==> src/rtl/i2cm_pkg.sv <==
package i2cm_pkg;
  localparam int ADDR_W    = 3;
  localparam int DATA_W    = 8;
  localparam int BIT_CNT_W = $clog2(DATA_W + 1);
  localparam int QLEN_W    = 8;

  localparam logic [ADDR_W-1:0] A_CTRL = 3'd0;
  localparam logic [ADDR_W-1:0] A_DATA = 3'd1;
  localparam logic [ADDR_W-1:0] A_STAT = 3'd2;
  localparam logic [ADDR_W-1:0] A_IEN  = 3'd3;
  localparam logic [ADDR_W-1:0] A_TIM  = 3'd4;
  localparam logic [ADDR_W-1:0] A_PAD  = 3'd5;

  typedef enum logic [1:0] {OP_START = 2'd0, OP_STOP = 2'd1, OP_BYTE = 2'd2} busOp_e;

  typedef struct packed {
    logic              go;
    busOp_e            op;
    logic [DATA_W-1:0] txByte;
  } dpCmd_t;
endpackage

==> src/rtl/i2cm_datapath.sv <==
module i2cm_datapath
  import i2cm_pkg::*;
(
  input  logic              clk,
  input  logic              rstN,
  input  dpCmd_t            cmd,
  input  logic [7:0]        timing,
  input  logic              sdaIn,
  output logic              sclLow,
  output logic              sdaLow,
  output logic              active,
  output logic              done,
  output logic              ackBit,
  output busOp_e            op
);
  logic [QLEN_W-1:0]    qLen, cnt;
  logic [DATA_W-1:0]    shreg;
  logic [1:0]           ph;
  logic [BIT_CNT_W-1:0] bitIdx;
  logic                 tick, lastStep;

  // quarter-step length from the packed timing word
  always_comb begin
    qLen = QLEN_W'((QLEN_W'(timing[7:6]) + 1'b1) * (QLEN_W'(timing[5:3]) + 1'b1)
                   * (timing[2] ? QLEN_W'(1) : QLEN_W'(timing[1:0]) + 1'b1));
  end

  assign tick     = active && (cnt == qLen - 1'b1);
  assign lastStep = (ph == 2'd3) && (op != OP_BYTE || bitIdx == BIT_CNT_W'(DATA_W));
  assign done     = tick && lastStep;

  always_ff @(posedge clk or negedge rstN) begin
    if (!rstN) begin
      sclLow <= 1'b0;
      sdaLow <= 1'b0;
      active <= 1'b0;
      ackBit <= 1'b0;
      op     <= OP_START;
      ph     <= '0;
      bitIdx <= '0;
      cnt    <= '0;
      shreg  <= '0;
    end else if (cmd.go) begin
      active <= 1'b1;
      op     <= cmd.op;
      ph     <= '0;
      bitIdx <= '0;
      cnt    <= '0;
      shreg  <= cmd.txByte;
      unique case (cmd.op)
        OP_START: sdaLow <= 1'b0;
        OP_STOP:  sdaLow <= 1'b1;
        OP_BYTE:  sdaLow <= ~cmd.txByte[DATA_W-1];
        default:  ;
      endcase
    end else if (tick) begin
      cnt <= '0;
      if (ph == 2'd2 && op == OP_BYTE && bitIdx == BIT_CNT_W'(DATA_W))
        ackBit <= sdaIn;
      if (lastStep) begin
        active <= 1'b0;
      end else begin
        ph <= ph + 1'b1;
        unique case (op)
          OP_START: begin
            if (ph == 2'd0) sclLow <= 1'b0;
            if (ph == 2'd1) sdaLow <= 1'b1;
            if (ph == 2'd2) sclLow <= 1'b1;
          end
          OP_STOP: begin
            if (ph == 2'd0) sclLow <= 1'b0;
            if (ph == 2'd1) sdaLow <= 1'b0;
          end
          OP_BYTE: begin
            if (ph == 2'd0) sclLow <= 1'b0;
            if (ph == 2'd2) sclLow <= 1'b1;
            if (ph == 2'd3) begin
              bitIdx <= bitIdx + 1'b1;
              shreg  <= {shreg[DATA_W-2:0], 1'b0};
              sdaLow <= (bitIdx == BIT_CNT_W'(DATA_W - 1)) ? 1'b0 : ~shreg[DATA_W-2];
            end
          end
          default: ;
        endcase
      end
    end else if (active) begin
      cnt <= cnt + 1'b1;
    end
  end
endmodule

==> src/rtl/i2cm_ctrl.sv <==
module i2cm_ctrl
  import i2cm_pkg::*;
(
  input  logic              clk,
  input  logic              rstN,
  input  logic              wrEn,
  input  logic [ADDR_W-1:0] regAddr,
  input  logic [DATA_W-1:0] wrData,
  output logic [DATA_W-1:0] rdData,
  input  logic              dpActive,
  input  logic              dpDone,
  input  logic              dpAckBit,
  input  busOp_e            dpOp,
  output dpCmd_t            dpCmd,
  output logic [7:0]        timing,
  output logic              padDis,
  output logic [7:0]        statusVec,
  output logic              irq
);
  logic       en, session, ackRes;
  logic [1:0] cmdField;
  logic       stNack, stTx, stErr, stDone;
  logic [7:0] ien;
  logic       wrCtrl, wrByte, wrStat, cmdReq, cmdLegal, canIssue;
  logic       goCmd, goData, errReq;

  assign wrCtrl   = wrEn && regAddr == A_CTRL;
  assign wrByte   = wrEn && regAddr == A_DATA;
  assign wrStat   = wrEn && regAddr == A_STAT;
  assign cmdReq   = wrCtrl && wrData[2:1] != 2'd0;
  assign canIssue = !dpActive && cmdField == 2'd0;

  always_comb begin
    unique case (wrData[2:1])
      2'd1:    cmdLegal = wrData[3] ? session : !session;
      2'd2:    cmdLegal = session;
      default: cmdLegal = 1'b0;
    endcase
  end

  assign goCmd  = cmdReq && wrData[0] && canIssue && cmdLegal;
  assign goData = wrByte && en && canIssue && session;
  assign errReq = (cmdReq && !goCmd) || (wrByte && !goData);

  assign dpCmd.go     = goCmd || goData;
  assign dpCmd.op     = goData ? OP_BYTE : (wrData[2:1] == 2'd2 ? OP_STOP : OP_START);
  assign dpCmd.txByte = wrData;

  assign statusVec = {dpActive, 3'b000, stDone, stErr, stTx, stNack};
  assign irq       = |(statusVec & ien);

  always_comb begin
    unique case (regAddr)
      A_CTRL:  rdData = {4'b0000, ackRes, cmdField, en};
      A_STAT:  rdData = statusVec;
      A_IEN:   rdData = ien;
      A_TIM:   rdData = timing;
      A_PAD:   rdData = {5'b00000, padDis, 2'b00};
      default: rdData = '0;
    endcase
  end

  always_ff @(posedge clk or negedge rstN) begin
    if (!rstN) begin
      en       <= 1'b0;
      cmdField <= 2'd0;
      session  <= 1'b0;
      ackRes   <= 1'b0;
      stNack   <= 1'b0;
      stTx     <= 1'b0;
      stErr    <= 1'b0;
      stDone   <= 1'b0;
      ien      <= '0;
      timing   <= '0;
      padDis   <= 1'b1;
    end else begin
      if (wrCtrl) begin
        en <= wrData[0];
        if (goCmd || wrData[2:1] == 2'd0) cmdField <= wrData[2:1];
      end
      if (goCmd) session <= (wrData[2:1] == 2'd1);
      if (wrEn && regAddr == A_IEN) ien    <= wrData;
      if (wrEn && regAddr == A_TIM) timing <= wrData;
      if (wrEn && regAddr == A_PAD) padDis <= wrData[2];
      // write-one-to-clear first, new events after so that they win
      if (wrStat) begin
        stNack <= stNack & ~wrData[0];
        stTx   <= stTx   & ~wrData[1];
        stErr  <= stErr  & ~wrData[2];
        stDone <= stDone & ~wrData[3];
      end
      if (errReq) stErr <= 1'b1;
      if (dpDone) begin
        stDone <= 1'b1;
        if (dpOp == OP_BYTE) begin
          stTx   <= 1'b1;
          ackRes <= dpAckBit;
          if (dpAckBit) stNack <= 1'b1;
        end
      end
    end
  end
endmodule

==> src/rtl/i2cm_top.sv <==
module i2cm_top
  import i2cm_pkg::*;
(
  input  logic              clk,
  input  logic              rstN,
  input  logic              wrEn,
  input  logic [ADDR_W-1:0] regAddr,
  input  logic [DATA_W-1:0] wrData,
  output logic [DATA_W-1:0] rdData,
  input  logic              sdaIn,
  output logic              sclOe,
  output logic              sdaOe,
  output logic              irq
);
  dpCmd_t     dpCmd;
  logic [7:0] timing, statusVec;
  logic       padDis, sclLow, sdaLow, dpActive, dpDone, dpAckBit;
  busOp_e     dpOp;

  i2cm_ctrl i_ctrl (
    .clk(clk), .rstN(rstN), .wrEn(wrEn), .regAddr(regAddr), .wrData(wrData),
    .rdData(rdData), .dpActive(dpActive), .dpDone(dpDone), .dpAckBit(dpAckBit),
    .dpOp(dpOp), .dpCmd(dpCmd), .timing(timing), .padDis(padDis),
    .statusVec(statusVec), .irq(irq)
  );

  i2cm_datapath i_dp (
    .clk(clk), .rstN(rstN), .cmd(dpCmd), .timing(timing), .sdaIn(sdaIn),
    .sclLow(sclLow), .sdaLow(sdaLow), .active(dpActive), .done(dpDone),
    .ackBit(dpAckBit), .op(dpOp)
  );

  assign sclOe = !padDis && sclLow;
  assign sdaOe = !padDis && sdaLow;
endmodule

==> config.mk <==
export PLATFORM = sky130hd
export DESIGN_NAME = i2cm_top
export DESIGN_NICKNAME = d
export VERILOG_FILES = /design/src/rtl/i2cm_pkg.sv /design/src/rtl/i2cm_datapath.sv /design/src/rtl/i2cm_ctrl.sv /design/src/rtl/i2cm_top.sv
export SDC_FILE = /design/constraint.sdc
export NUM_CORES = 1
export LEC_CHECK = 0
export BUFFER_PORTS_ARGS = -buffer_cell sky130_fd_sc_hd__buf_2
export CAP_MARGIN = 20
export CORE_ASPECT_RATIO = 1.1
export CORE_UTILIZATION = 40
export DETAILED_ROUTE_END_ITERATION = 16
export SYNTH_ARGS = -nofsm -noshare
export SYNTH_HDL_FRONTEND = slang
export SYNTH_SLANG_ARGS = --single-unit
==> constraint.sdc <==
create_clock -name clk -period 7.8 [get_ports clk]
set_clock_uncertainty 0.2 [all_clocks]
set_input_delay 1.17 -clock clk [delete_from_list [all_inputs] [get_ports clk]]
set_output_delay 1.17 -clock clk [all_outputs]
set_load 0.02 [all_outputs]
After elaboration in Yosys (flattened, before gate mapping) --
Cells that the tools add are included. W data, S select, Z words.
Storage, ports and cells: register bits after elaboration 53, latch bits 0, memory bits (writable) 0, ROM bits 0, bits of input ports 15, output and inout bits 11, logic and storage cells 171, memories 0
Operators by class: add/subtract/negate cells 7, multipliers 2, div/mod/pow operators 0, magnitude comparators 0, equal/unequal tests 23, shifts and indexed selects 0, muxes and demuxes 48, bitwise gates (word level) 13, reduce and logical (&&, ||, !) cells 58
Operator list (number):
- $pmux W8 S5 | 1
- $mux W7 | 5
- $mux W8 | 4
- $mux W1 | 25
- $logic_and A1 B1 Y1 | 23
- $mux W4 | 5
- $mul A8 B8 Y8 | 2
- $reduce_bool A2 Y1 | 8
- $eq A2 B2 Y1 const B | 5
- $logic_not A2 Y1 | 5
- $ne A3 B2 Y1 const B | 3
- $add A8 B1 Y8 const B | 1
- $and A8 B8 Y8 | 1
- $eq A2 B1 Y1 const B | 4
- $eq A8 B8 Y1 | 1
- $mux W2 | 4
- $not A1 Y1 | 8
- $reduce_and A2 Y1 | 4
- $reduce_and A4 Y1 | 2
- $reduce_or A8 Y1 | 1
- $sub A8 B1 Y8 const B | 1
- $reduce_and A7 Y1 | 1
- $add A2 B1 Y3 const B | 2
- $eq A3 B2 Y1 const B | 2
- other kinds (19) | 33

Logic depth before layout (Yosys ltp) --
depth in word-level cells 10, depth in mapped cells 23, mapped depth without buffers 22

By module --
From an unflattened synthesis, not the netlist that was laid out.
Unflattened totals: cells, all modules 445, area, all modules 4176.5 µm²
Modules (own cells, without submodules):
- i2cm_datapath | times used 1, cells each 293, area each 2598.7 µm², seq. area each 675.6 µm²
- i2cm_ctrl | times used 1, cells each 150, area each 1565.3 µm², seq. area each 651.9 µm²
- i2cm_top | times used 1, cells each 2, area each 12.5 µm², seq. area each 0.0 µm²

Worst setup path after synthesis --
Ideal clock, no wire load.
path kind flip-flop to flip-flop, from register i_ctrl.timing[3], to register i_dp.ackBit, setup time 0.127 ns, arrival 5.871 ns, data required time 7.473 ns, path slack 1.601 ns, cell stages (with the launch flop) 21, path buffers 0, period minus slack after synthesis 6.199 ns, cell sequence dfrtp_1 > ha_1 > xor2_1 > nor2b_1 > fa_1 > ha_1 > inv_1 > fa_1 > xor2_1 > or2_2 > fa_1 > inv_1 > ha_1 > fa_1 > inv_1 > ha_1 > o21a_1 > or3_1 > a2111o_1 > or4_1 > mux2_1
On the way: word-level cells in the longest chain between the ends 7
Ends and longest elaborated chain:
- from (decl) | line i2cm_ctrl.sv:15 | output logic [7:0] timing,
- from (signal assigned) | line i2cm_ctrl.sv:83 | if (wrEn && regAddr == A_TIM) timing <= wrData;
- $add A3 B1 Y4 | line i2cm_datapath.sv:24 | qLen = QLEN_W'((QLEN_W'(timing[7:6]) + 1'b1) * (QLEN_W'(timing[5:3]) + 1'b1)
- $mul A8 B8 Y8 | line i2cm_datapath.sv:24
- $mul A8 B8 Y8 | line i2cm_datapath.sv:25 | * (timing[2] ? QLEN_W'(1) : QLEN_W'(timing[1:0]) + 1'b1));
- $sub A8 B1 Y8 | line i2cm_datapath.sv:28 | assign tick = active && (cnt == qLen - 1'b1);
- $eq A8 B8 Y1 | line i2cm_datapath.sv:28
- $logic_and A1 B1 Y1 | line i2cm_datapath.sv:28
- $reduce_and A3 Y1 (no source line)
- to (signal assigned) | line i2cm_datapath.sv:59 | ackBit <= sdaIn;
- to (decl) | line i2cm_datapath.sv:13 | output logic ackBit,
Every way passes these cells. A chain may end at the register's enable or synchronous reset.

Final worst setup path --
from register i_ctrl.timing[3], to register i_dp.bitIdx[3]
On the way: word-level cells in the longest chain between the ends 8
Ends and longest elaborated chain:
- $add A3 B1 Y4 | line i2cm_datapath.sv:24
- $mul A8 B8 Y8 | line i2cm_datapath.sv:24
- $mul A8 B8 Y8 | line i2cm_datapath.sv:25
- $sub A8 B1 Y8 | line i2cm_datapath.sv:28
- $eq A8 B8 Y1 | line i2cm_datapath.sv:28
- $logic_and A1 B1 Y1 | line i2cm_datapath.sv:28
- $reduce_bool A2 Y1 (no source line)
- $reduce_and A4 Y1 (no source line)
- to (signal assigned) | line i2cm_datapath.sv:78 | bitIdx <= bitIdx + 1'b1;
- to (decl) | line i2cm_datapath.sv:19 | logic [BIT_CNT_W-1:0] bitIdx;
Every way passes these cells.

==> reports/results.tsv <==
stage	metric	value	unit
final_layout	antenna-diode-count	0	
routing	ant_nets	0	
setup_path	path_class	reg2reg	
die	ioPinCount	26	
synthesis	ys_ff_latch	53	
clock_tree	cts_made_buffers	5	
synthesis	yosys.area.top_type_share	0.326	
timing	setup_viol	0	
clock_tree	h-tree-depth	2	
clock_tree	clkTransAtPathRegs	100	ps
clock_tree	cts_resized	0	
setup_path	critical-path-max-stage-delay	700	ps
timing	hold_viol_final	0	
die	initial_utilization	0.419	
timing	tightest_slew	711	ps
min_path	hold_path_depth	1	
setup_path	crit_buf_inv	3	
clock_tree	clk_latency	310	ps
setup_path	critical_path_depth	22	
pwr	cellInternalPower	0.955	mW
synthesis	synth_area_leaders	dfrtp_1 33%, ha_1 10%, fa_1 6.5%, mux2_2 5.9%, o21ai_0 3.6%	
setup_path	slowest_stage	a2111oi_2	
clock_tree	cts_tree	done	
setup_path	start_kind	register	
global_route	gr-total-overflow	0	
synthesis	synth_ff_type	dfrtp_1	
die	die_area	10400	sq um
pwr	power_density	408	nW/um^2
global_route	grt_pass1_wl	15500	um
status	run_status	finished, final reports clean	
routing	first_pass_iters	4	
timing	setup_ws	725	ps
setup_path	required	7830	ps
routing	drc	0	
timing	fin_crit_sh	0.907	
clock_tree	cts_root_buf	clkbuf_8	
final_layout	area_delta_synth_final	8.56	%
synthesis	synthArstFlopShare	1.00	
synthesis	syn_area	3990	sq um
flow_run	cap_violations	0	
place	port_buffers	25	
synthesis	avgSynthCellArea	9.41	sq um
final_layout	drive_gt1_frac	0.135	
global_route	grt_use_total	0.185	
timing	fmax	141	MHz
setup_path	critPathTopFamily	adder cells	
die	rows	37	
synthesis	yosysUniqueCellTypes	52	
clock_tree	clock_path_buffers	2	
die	die_w	97.2	um
routing	avgRoutedWirePerCell	16.0	um
synthesis	yosysMostFrequentCell	dfrtp_1	
synthesis	netlist_instances	424	
die	die_y	107	um
final_layout	multiInputGateArea	2480	sq um
routing	drt-initial-drc-count	135	
routing	viasPerCell	5.35	
min_path	hold_path.class	reg2reg	
global_route	grt_use_met1	0.259	
pwr	report.power.total	1.77	mW
final_layout	final_util	0.454	
global_route	grt_max_degree	54	
global_route	met3_usage	0.0196	
final_layout	fillers	947	
synthesis	synth_warnings	0	
pwr	p_sw	0.814	mW
clock_tree	hold_buffers	0	
timing	setup_tns	0	ps
pwr	power_frac_comb	0.681	
global_route	antenna_found_initial	0	
place	globalplace.congestion	0.845	
final_layout	fin_nets	504	
synthesis	yosys.area.top_type	dfrtp_1	
timing	period_minus_slack	7080	ps
routing	vias	3007	
final_layout	seqCellArea	1330	sq um
place	dp_hpwl	6990	um
pwr	p_clk_frac	0.107	
timing	relSlewSlack	0.522	
timing	holdWs	318	ps
global_route	grtUsageMet2	0.305	
synthesis	syn-num-nets	484	
place	dp_slack	845	ps
global_route	first_global_vias	3033	
global_route	busiest_layer	met2	
setup_path	worstRegToRegCells	22	
pwr	vdd_ir_drop_max	0.284	mV
pwr	switching_share	0.460	
setup_path	path_common_cell	ha_1	
pwr	p_leak	2.07	nW
clock_tree	cts_setup_buffers	0	
synthesis	seq_area_frac_synth	0.333	
setup_path	crit_path_end_kind	register	
synthesis	synth_edf_count	0	
die	core-area	9540	sq um
synthesis	synth_common_cells	52 x dfrtp_1, 37 x nor2_1, 35 x inv_1, 35 x nand2_1, 32 x ha_1	
timing	maxSlewViolCount	0	
routing	routed_wl	9010	um
setup_path	worstPathCellList	ha_1 -> xor2_1 -> nand2_1 -> fa_1 -> inv_1 -> ha_1 -> a21o_1 -> a21oi_1 -> xor2_1 -> nand2b_1 -> fa_1 -> inv_1 -> ha_1 -> fa_1 -> inv_1 -> ha_1 -> o21a_1 -> or3_1 -> a2111oi_2 -> nand2_1 -> or4_1 -> a21oi_1	
timing	rsz0062_at_grt	false	
clock_tree	cts_sinks	53	
pwr	seqPwrFrac	0.212	
setup_path	path_max_fanout	13	
setup_path	arrival	7100	ps
## power by group through the flow
stage	logic [mW]	clock network (mW)	registers, mW
floorplan	0.998	0	0.355
global route	1.37	0.207	0.382
detailed placement	1.21	0	0.379
finish	1.21	0.189	0.375
CTS	1.22	0.194	0.374
global placement	1.17	0	0.377
## state kept, by name (all words and copies together), names as in the netlist, named ones only
signal           cells
i_ctrl.ien           8
i_dp.bitIdx          4
i_ctrl.stNack        1
i_ctrl.stTx          1
i_ctrl.padDis        1
i_ctrl.en            1
i_ctrl.stDone        1
i_ctrl.session       1
i_dp.active          1
i_ctrl.timing        8
i_dp.ackBit          1
i_dp.sdaLow          1
i_dp.shreg           7
i_dp.cnt             8
i_ctrl.ackRes        1
i_ctrl.cmdField      2
i_ctrl.stErr         1
i_dp.op              2
i_dp.ph              2
## layer usage
layer  wire length, um  up-vias
li1                  -     1511
met1              4380     1435
met2              4260       53
met3               243        8
met4               125        0
met5                 0        -
## layout make-up
cell class | instances | area share
inverters | 35 | 0.0303
well taps | 117 | 0.0338
clock buffers | 6 | 0.0167
flip-flops and latches | 53 | 0.306
repair buffers | 26 | 0.0306
clock inverters | 2 | 0.00895
multi-input cells | 323 | 0.573
## cells by family (layout without fill, tap and decap cells)
kind of cell	after synthesis	count (layout)	share of synthesized area
AOI/OAI and AO/OA	84	84	0.134
xor gates and xnor gates	24	24	0.0652
adders and majority gates	45	45	0.166
buffers and inverters	48	69	0.0451
DFF	53	53	0.333
muxes	32	32	0.0871
and+or+nand+nor	138	138	0.170
## per-stage QoR
| step | instance area [sq um] | std cells |
|---|---|---|
| global placement | 4220 | 554 |
| detailed placement | 4220 | 554 |
| finish | 4330 | 562 |
| floorplan | 3990 | 424 |
| CTS | 4330 | 562 |
| global route | 4330 | 562 |
## final timing paths
path                                              start                    endpoint  slack, ps
max in group asynchronous                          rstN   i_ctrl.stDone$_DFFE_PN0P_       6160
min in group asynchronous                          rstN      i_dp.ph[1]$_DFFE_PN0P_        780
max reg2reg                i_ctrl.timing[3]$_DFFE_PN0P_  i_dp.bitIdx[3]$_DFFE_PN0P_        720
min                             i_dp.sdaLow$_DFFE_PN0P_     i_dp.sdaLow$_DFFE_PN0P_        320
max                        i_ctrl.timing[3]$_DFFE_PN0P_  i_dp.bitIdx[3]$_DFFE_PN0P_        720
min reg2reg                     i_dp.sdaLow$_DFFE_PN0P_     i_dp.sdaLow$_DFFE_PN0P_        320
## placed cells by master, fill, tap and decap left out, types with 4 or more instances in the layout
cell type and count:
a21o_1 4, o21ai_0 29, nand2_1 35, buf_2 25
nor3_1 5, dfrtp_1 52, mux2_2 21, clkbuf_8 5
nand3_1 11, inv_1 35, nor2b_1 17, o31ai_1 4
a31oi_1 6, xnor2_1 8, fa_1 13, xor2_1 12
and2_1 6, mux2i_1 10, nand2b_1 10, a21oi_1 19
nor2_1 37, ha_1 32
Note: power is estimated with default switching activity, not from simulation.
